[src/rtl/ais_pkg.sv]
package ais_pkg;

    // Pattern select encoding, fixed at the block's pins
    typedef enum logic [1:0] {
        SEL_USER = 2'b00,
        SEL_ONES = 2'b01,
        SEL_ALT  = 2'b10,
        SEL_AIS  = 2'b11
    } pat_sel_e;

    localparam int unsigned SUBFRAMES      = 7;
    localparam int unsigned BLOCKS_PER_SUB = 8;
    localparam int unsigned SUB_W          = $clog2(SUBFRAMES);
    localparam int unsigned BLK_W          = $clog2(BLOCKS_PER_SUB);

    // Where the frame timer currently stands
    typedef struct packed {
        logic [SUB_W-1:0] sub;      // subframe index, 0 = first
        logic [BLK_W-1:0] blk;      // block index inside the subframe
        logic             ovh;      // current slot is an overhead bit
        logic             info_one; // information bit value at this slot
        logic             first;    // first bit of the M-frame
        logic             last;     // last bit of the M-frame
    } frame_slot_t;

    function automatic int unsigned frame_bits(input int unsigned info_bits);
        return SUBFRAMES * BLOCKS_PER_SUB * (info_bits + 1);
    endfunction

    // Overhead bit value for a given subframe and block
    function automatic logic ovh_value(input logic [SUB_W-1:0] sub,
                                       input logic [BLK_W-1:0] blk);
        logic v;
        if (blk == '0) begin
            case (sub)
                3'd0, 3'd1: v = 1'b1;  // X bits
                3'd2, 3'd3: v = 1'b0;  // P bits, even payload parity
                3'd5:       v = 1'b1;  // middle M bit
                default:    v = 1'b0;  // outer M bits
            endcase
        end else if (blk[0]) begin
            // F bits in blocks 1,3,5,7: pattern 1 0 0 1
            v = (blk == 3'd1) || (blk == 3'd7);
        end else begin
            v = 1'b0;                  // C bits
        end
        return v;
    endfunction

endpackage

[src/rtl/ais_frame_timer.sv]
module ais_frame_timer
    import ais_pkg::*;
#(
    parameter int unsigned INFO_BITS = 84
) (
    input  logic        clk,
    input  logic        rst,
    output frame_slot_t slot_o
);
    localparam int unsigned IDX_W = $clog2(INFO_BITS + 1);
    localparam logic [IDX_W-1:0] IDX_LAST = IDX_W'(INFO_BITS);
    localparam logic [BLK_W-1:0] BLK_LAST = BLK_W'(BLOCKS_PER_SUB - 1);
    localparam logic [SUB_W-1:0] SUB_LAST = SUB_W'(SUBFRAMES - 1);

    logic [IDX_W-1:0] idx_q;
    logic [BLK_W-1:0] blk_q;
    logic [SUB_W-1:0] sub_q;
    logic             blk_end;
    logic             sub_end;
    logic             frame_end;

    always_comb begin
        blk_end   = (idx_q == IDX_LAST);
        sub_end   = blk_end && (blk_q == BLK_LAST);
        frame_end = sub_end && (sub_q == SUB_LAST);
    end

    always_ff @(posedge clk) begin
        if (rst) begin
            idx_q <= '0;
            blk_q <= '0;
            sub_q <= '0;
        end else begin
            idx_q <= blk_end ? '0 : idx_q + 1'b1;
            if (blk_end) begin
                blk_q <= sub_end ? '0 : blk_q + 1'b1;
            end
            if (sub_end) begin
                sub_q <= frame_end ? '0 : sub_q + 1'b1;
            end
        end
    end

    always_comb begin
        slot_o.sub      = sub_q;
        slot_o.blk      = blk_q;
        slot_o.ovh      = (idx_q == '0);
        slot_o.info_one = idx_q[0];   // first info bit (index 1) is a one
        slot_o.first    = (idx_q == '0) && (blk_q == '0) && (sub_q == '0);
        slot_o.last     = frame_end;
    end

endmodule

[src/rtl/ais_stream_gen.sv]
module ais_stream_gen
    import ais_pkg::*;
(
    input  frame_slot_t slot_i,
    output logic        ais_bit_o
);
    always_comb begin
        if (slot_i.ovh) begin
            ais_bit_o = ovh_value(slot_i.sub, slot_i.blk);
        end else begin
            ais_bit_o = slot_i.info_one;
        end
    end
endmodule

[src/rtl/ais_out_stage.sv]
module ais_out_stage
    import ais_pkg::*;
(
    input  logic        clk,
    input  logic        rst,
    input  pat_sel_e    sel_i,
    input  logic        user_bit_i,
    input  frame_slot_t slot_i,
    input  logic        ais_bit_i,
    output logic        tx_bit_o,
    output logic        frame_start_o,
    output pat_sel_e    act_sel_o
);
    pat_sel_e act_q;
    logic     alt_q;
    logic     tx_q;
    logic     fs_q;

    always_ff @(posedge clk) begin
        if (rst) begin
            act_q <= sel_i;
            alt_q <= 1'b1;
            tx_q  <= 1'b0;
            fs_q  <= 1'b0;
        end else begin
            if (slot_i.last) begin
                act_q <= sel_i;
            end
            alt_q <= ~alt_q;
            fs_q  <= slot_i.first;
            case (act_q)
                SEL_USER: tx_q <= user_bit_i;
                SEL_ONES: tx_q <= 1'b1;
                SEL_ALT:  tx_q <= alt_q;
                SEL_AIS:  tx_q <= ais_bit_i;
                default:  tx_q <= 1'b0;
            endcase
        end
    end

    assign tx_bit_o      = tx_q;
    assign frame_start_o = fs_q;
    assign act_sel_o     = act_q;

endmodule

[src/rtl/ais_pattern_gen.sv]
module ais_pattern_gen
    import ais_pkg::*;
#(
    parameter int unsigned INFO_BITS = 84
) (
    input  logic       clk,
    input  logic       rst,
    input  logic [1:0] pat_sel_i,
    input  logic       user_bit_i,
    output logic       tx_bit_o,
    output logic       frame_start_o
);
    frame_slot_t slot;
    logic        ais_bit;
    pat_sel_e    sel_in;
    pat_sel_e    act_sel;

    assign sel_in = pat_sel_e'(pat_sel_i);

    ais_frame_timer #(.INFO_BITS(INFO_BITS)) u_timer (
        .clk    (clk),
        .rst    (rst),
        .slot_o (slot)
    );

    ais_stream_gen u_stream (
        .slot_i    (slot),
        .ais_bit_o (ais_bit)
    );

    ais_out_stage u_out (
        .clk           (clk),
        .rst           (rst),
        .sel_i         (sel_in),
        .user_bit_i    (user_bit_i),
        .slot_i        (slot),
        .ais_bit_i     (ais_bit),
        .tx_bit_o      (tx_bit_o),
        .frame_start_o (frame_start_o),
        .act_sel_o     (act_sel)
    );

endmodule

[config.mk]
export PLATFORM = sky130hd
export DESIGN_NAME = ais_pattern_gen
export DESIGN_NICKNAME = d
export VERILOG_FILES = /design/src/rtl/ais_pkg.sv /design/src/rtl/ais_frame_timer.sv /design/src/rtl/ais_stream_gen.sv /design/src/rtl/ais_out_stage.sv /design/src/rtl/ais_pattern_gen.sv
export SDC_FILE = /design/constraint.sdc
export NUM_CORES = 1
export LEC_CHECK = 0
export ABC_AREA = 1
export ABC_CLOCK_PERIOD_IN_PS = 1500
export CORE_UTILIZATION = 55
export CTS_CLUSTER_SIZE = 20
export DETAILED_ROUTE_END_ITERATION = 12
export GPL_TIMING_DRIVEN = 0
export PLACE_DENSITY = 0.74
export SLEW_MARGIN = 10
export SYNTH_ARGS = -nofsm -noshare
export SYNTH_HDL_FRONTEND = slang
export SYNTH_SLANG_ARGS = --single-unit
[constraint.sdc]
create_clock -name clk -period 1.5 [get_ports clk]
set_input_delay 0.3 -clock clk [delete_from_list [all_inputs] [get_ports clk]]
set_output_delay 0.3 -clock clk [all_outputs]
set_load 0.05 [all_outputs]
==> results_dict.tcl, run 1 <==
set metrics [dict create \
    status "complete, no violations" \
    arrival_ns 1.45 \
    cp_cell_sequence "inv_1 > ha_2 > nand4_4 > nor2_4 > inv_2 > o21ai_4" \
    drt-wirelength-per-cell_um 12.5 \
    wl_um 1730 \
    register_area_sq_um 385 \
    max-cap-violations 0 \
    vias 730 \
    die_height_um 42.8 \
    slowest_delay_ns 0.36 \
    fillerInstances 123 \
    slew_headroom 0.669 \
    grt_pass1_vias 665 \
    worst_pin_slew_ns 0.499 \
    drv_slew 0 \
    yosysWarnings 0 \
    clock_latency_ns 0.30 \
    clk_pin_slew_ns 0.10 \
    core_area_sq_um 1520 \
    syn2layout_area_growth_pct 15.5 \
    r2r_cells 6 \
    drc 0 \
    cts_made_buffers 3 \
    regToRegStartpoint "u_timer.idx_q[0]" \
    worstHoldPathType "flip-flop to flip-flop" \
    critPathSlowestCell "dfxtp_2" \
    fp-row-count 14 \
    rrSetupSlack_ns 0.06 \
    grt_setup_unrepaired "no" \
    syn_area_sq_um 915 \
    first_pass_iters 4 \
    cts_hold_buf 0 \
    h-tree-depth 1 \
    r2r-end "u_out.act_sel_o[0]" \
    pre_cts_slack_ns -0.0803 \
    synthCells 111 \
    cts_buffer_depth 2 \
    die_w_um 42.8 \
    synth.distinct_cells 22 \
    grt_pass1_wl_um 2880 \
    fin_cells 138 \
    period_share 0.961 \
    fin_skew_ns 0.00480 \
    critical_path_class "flip-flop to flip-flop" \
    cp.required_ns 1.51 \
    cp-startpoint "u_timer.idx_q[0]" \
    dp_hpwl_um 1320 \
    antenna_found_initial 0 \
    routabilityCongestion 0.770 \
    cts-root-buf "clkbuf_4" \
    global_route.usage.total 0.213 \
    cts_sinks 18 \
    layout_setup_ws_ns 0.0587 \
    start_kind "flip-flop" \
    ios 7 \
    drive_gt1_frac 0.139 \
    ir_drop_uv 628 \
    ant_nets 0 \
    diodes 0 \
    start_util 0.600 \
    yosys_register_bits 18 \
    cp-end-kind "flip-flop" \
    critPathBufInv 2 \
    avgSynthCellArea_sq_um 8.24 \
    worst_path_dominant_cell_family "flip-flops" \
    finalSetupViolCount 0 \
    io_buffers 6 \
    dpl.cell_count 133 \
    max_freq_mhz 694 \
    nets 138 \
    whs_ns 0.407 \
    power_density_nw_per_um2 862 \
    path_depth 6 \
    ys_seq_area_frac 0.416 \
    crit_fanout 6 \
    grt_max_degree 11 \
    multi_input_area_sq_um 485 \
    hold_viol 0 \
    synth_nets 126 \
    timing.final.crit_period_ns 1.44 \
    drt_iter0_drc 21 \
    cts_tree "done" \
    power.leakage_nw 0.463 \
    dieArea_sq_um 1830 \
    grt-ovfl-total 0 \
    viasPerCell 5.29 \
    worstSetupEndpoint "u_out.act_sel_o[0]" \
]
## worst min path at each step
stage / depth (start not counted) / endpoint / start / slack, ns
finish: 1 / u_out.alt_q / u_out.alt_q / 0.41
global placement: 1 / u_out.alt_q / u_out.alt_q / 0.38
floorplan: 1 / u_out.alt_q / u_out.alt_q / 0.37
global route: 1 / u_out.alt_q / u_out.alt_q / 0.43
detailed placement: 1 / u_out.alt_q / u_out.alt_q / 0.38
CTS: 1 / u_out.alt_q / u_out.alt_q / 0.41
## per-layer routing
metal,routed length [um],track usage,part of all wire
met1,780,0.258,0.45
met2,842,0.364,0.49
met3,72,0.0383,0.042
met4,34,0.0938,0.020
met5,0,0,0
## area by class of cell
class | count | area share
multi-input cells | 76 | 0.460
flip-flops and latches | 18 | 0.365
repair buffers | 7 | 0.0616
inverters | 17 | 0.0604
clock buffers | 4 | 0.0344
well taps | 16 | 0.0190
## repair_timing
| item | 4_1_cts | 5_1_grt |
|---|---|---|
| pin swaps | 1 | 1 |
| setup buffers | 1 | 0 |
| gates resized for setup | 4 | 5 |
| endpoints found under the setup margin | 4 | 4 |
## flip-flops by register name, summed over array words and instances (netlist names)
| name | count |
|---|---|
| u_timer.idx_q | 7 |
| u_timer.blk_q | 3 |
| u_timer.sub_q | 3 |
| u_out.act_sel_o | 2 |
| u_out.alt_q | 1 |
| u_out.frame_start_o | 1 |
| u_out.tx_bit_o | 1 |
## metrics by stage
step	instance area, sq um	utilization	setup TNS [ns]	total power [mW]
floorplan	915	-	0	0.585
global placement	995	0.653	-0.417	0.615
detailed placement	995	0.653	-0.418	0.619
CTS	1040	0.686	0	0.914
global route	1060	0.693	0	0.946
finish	1060	0.693	0	0.911
## cell usage in the layout (no fill, tap or decap), types with 2 or more instances in the layout
cell             netlist  routed
nand2_1               19      19
inv_1                 15      15
nor2_1                14      14
dfxtp_1               16      12
nand3_1                9       9
ha_1                  10       9
a21oi_1                7       7
xor2_1                 4       4
clkdlybuf4s50_1        0       4
dfxtp_2                0       4
clkbuf_4               0       3
inv_2                  2       2
nor2_4                 1       2
o22ai_1                2       2
dlygate4sd2_1          0       2
edfxtp_1               2       2
## power breakdown
part	internal [mW]	leakage (nW)	switching, mW
clock network	0.148	0.0210	0.154
logic	0.0354	0.291	0.0564
registers	0.504	0.152	0.0126
## cell families after synthesis
logic type,Yosys count,synth area share
buffers and inverters,17,0.0698
AOI/OAI and AO/OA,11,0.0698
xor gates and xnor gates,5,0.0479
adders and majority gates,10,0.137
and+or+nand+nor,50,0.260
DFF,18,0.416
## synthesized netlist by cell type
master    instances  area, sq um
nand2_1          19         71.3
dfxtp_1          16          320
inv_1            15         56.3
nor2_1           14         52.6
ha_1             10          125
nand3_1           9         45.0
a21oi_1           7         35.0
xor2_1            4         35.0
edfxtp_1          2         60.1
inv_2             2         7.51
o22ai_1           2         12.5
a211oi_1          1         7.51
nand4_1           1         6.26
nand4_4           1         21.3
nor2_2            1         6.26
nor2_4            1         11.3
nor3_1            1         5.00
o21ai_2           1         8.76
or2_0             1         6.26
or2_1             1         6.26
or2_2             1         6.26
xnor2_1           1         8.76
No activity file was read; power rests on OpenSTA's default activity.
==> run 2, diff against run 1 <==
- CTS_CLUSTER_SIZE: 20 -> 40
==> results of run 2 <==
Final layout, timing and power as in run 1 (identical DEF).
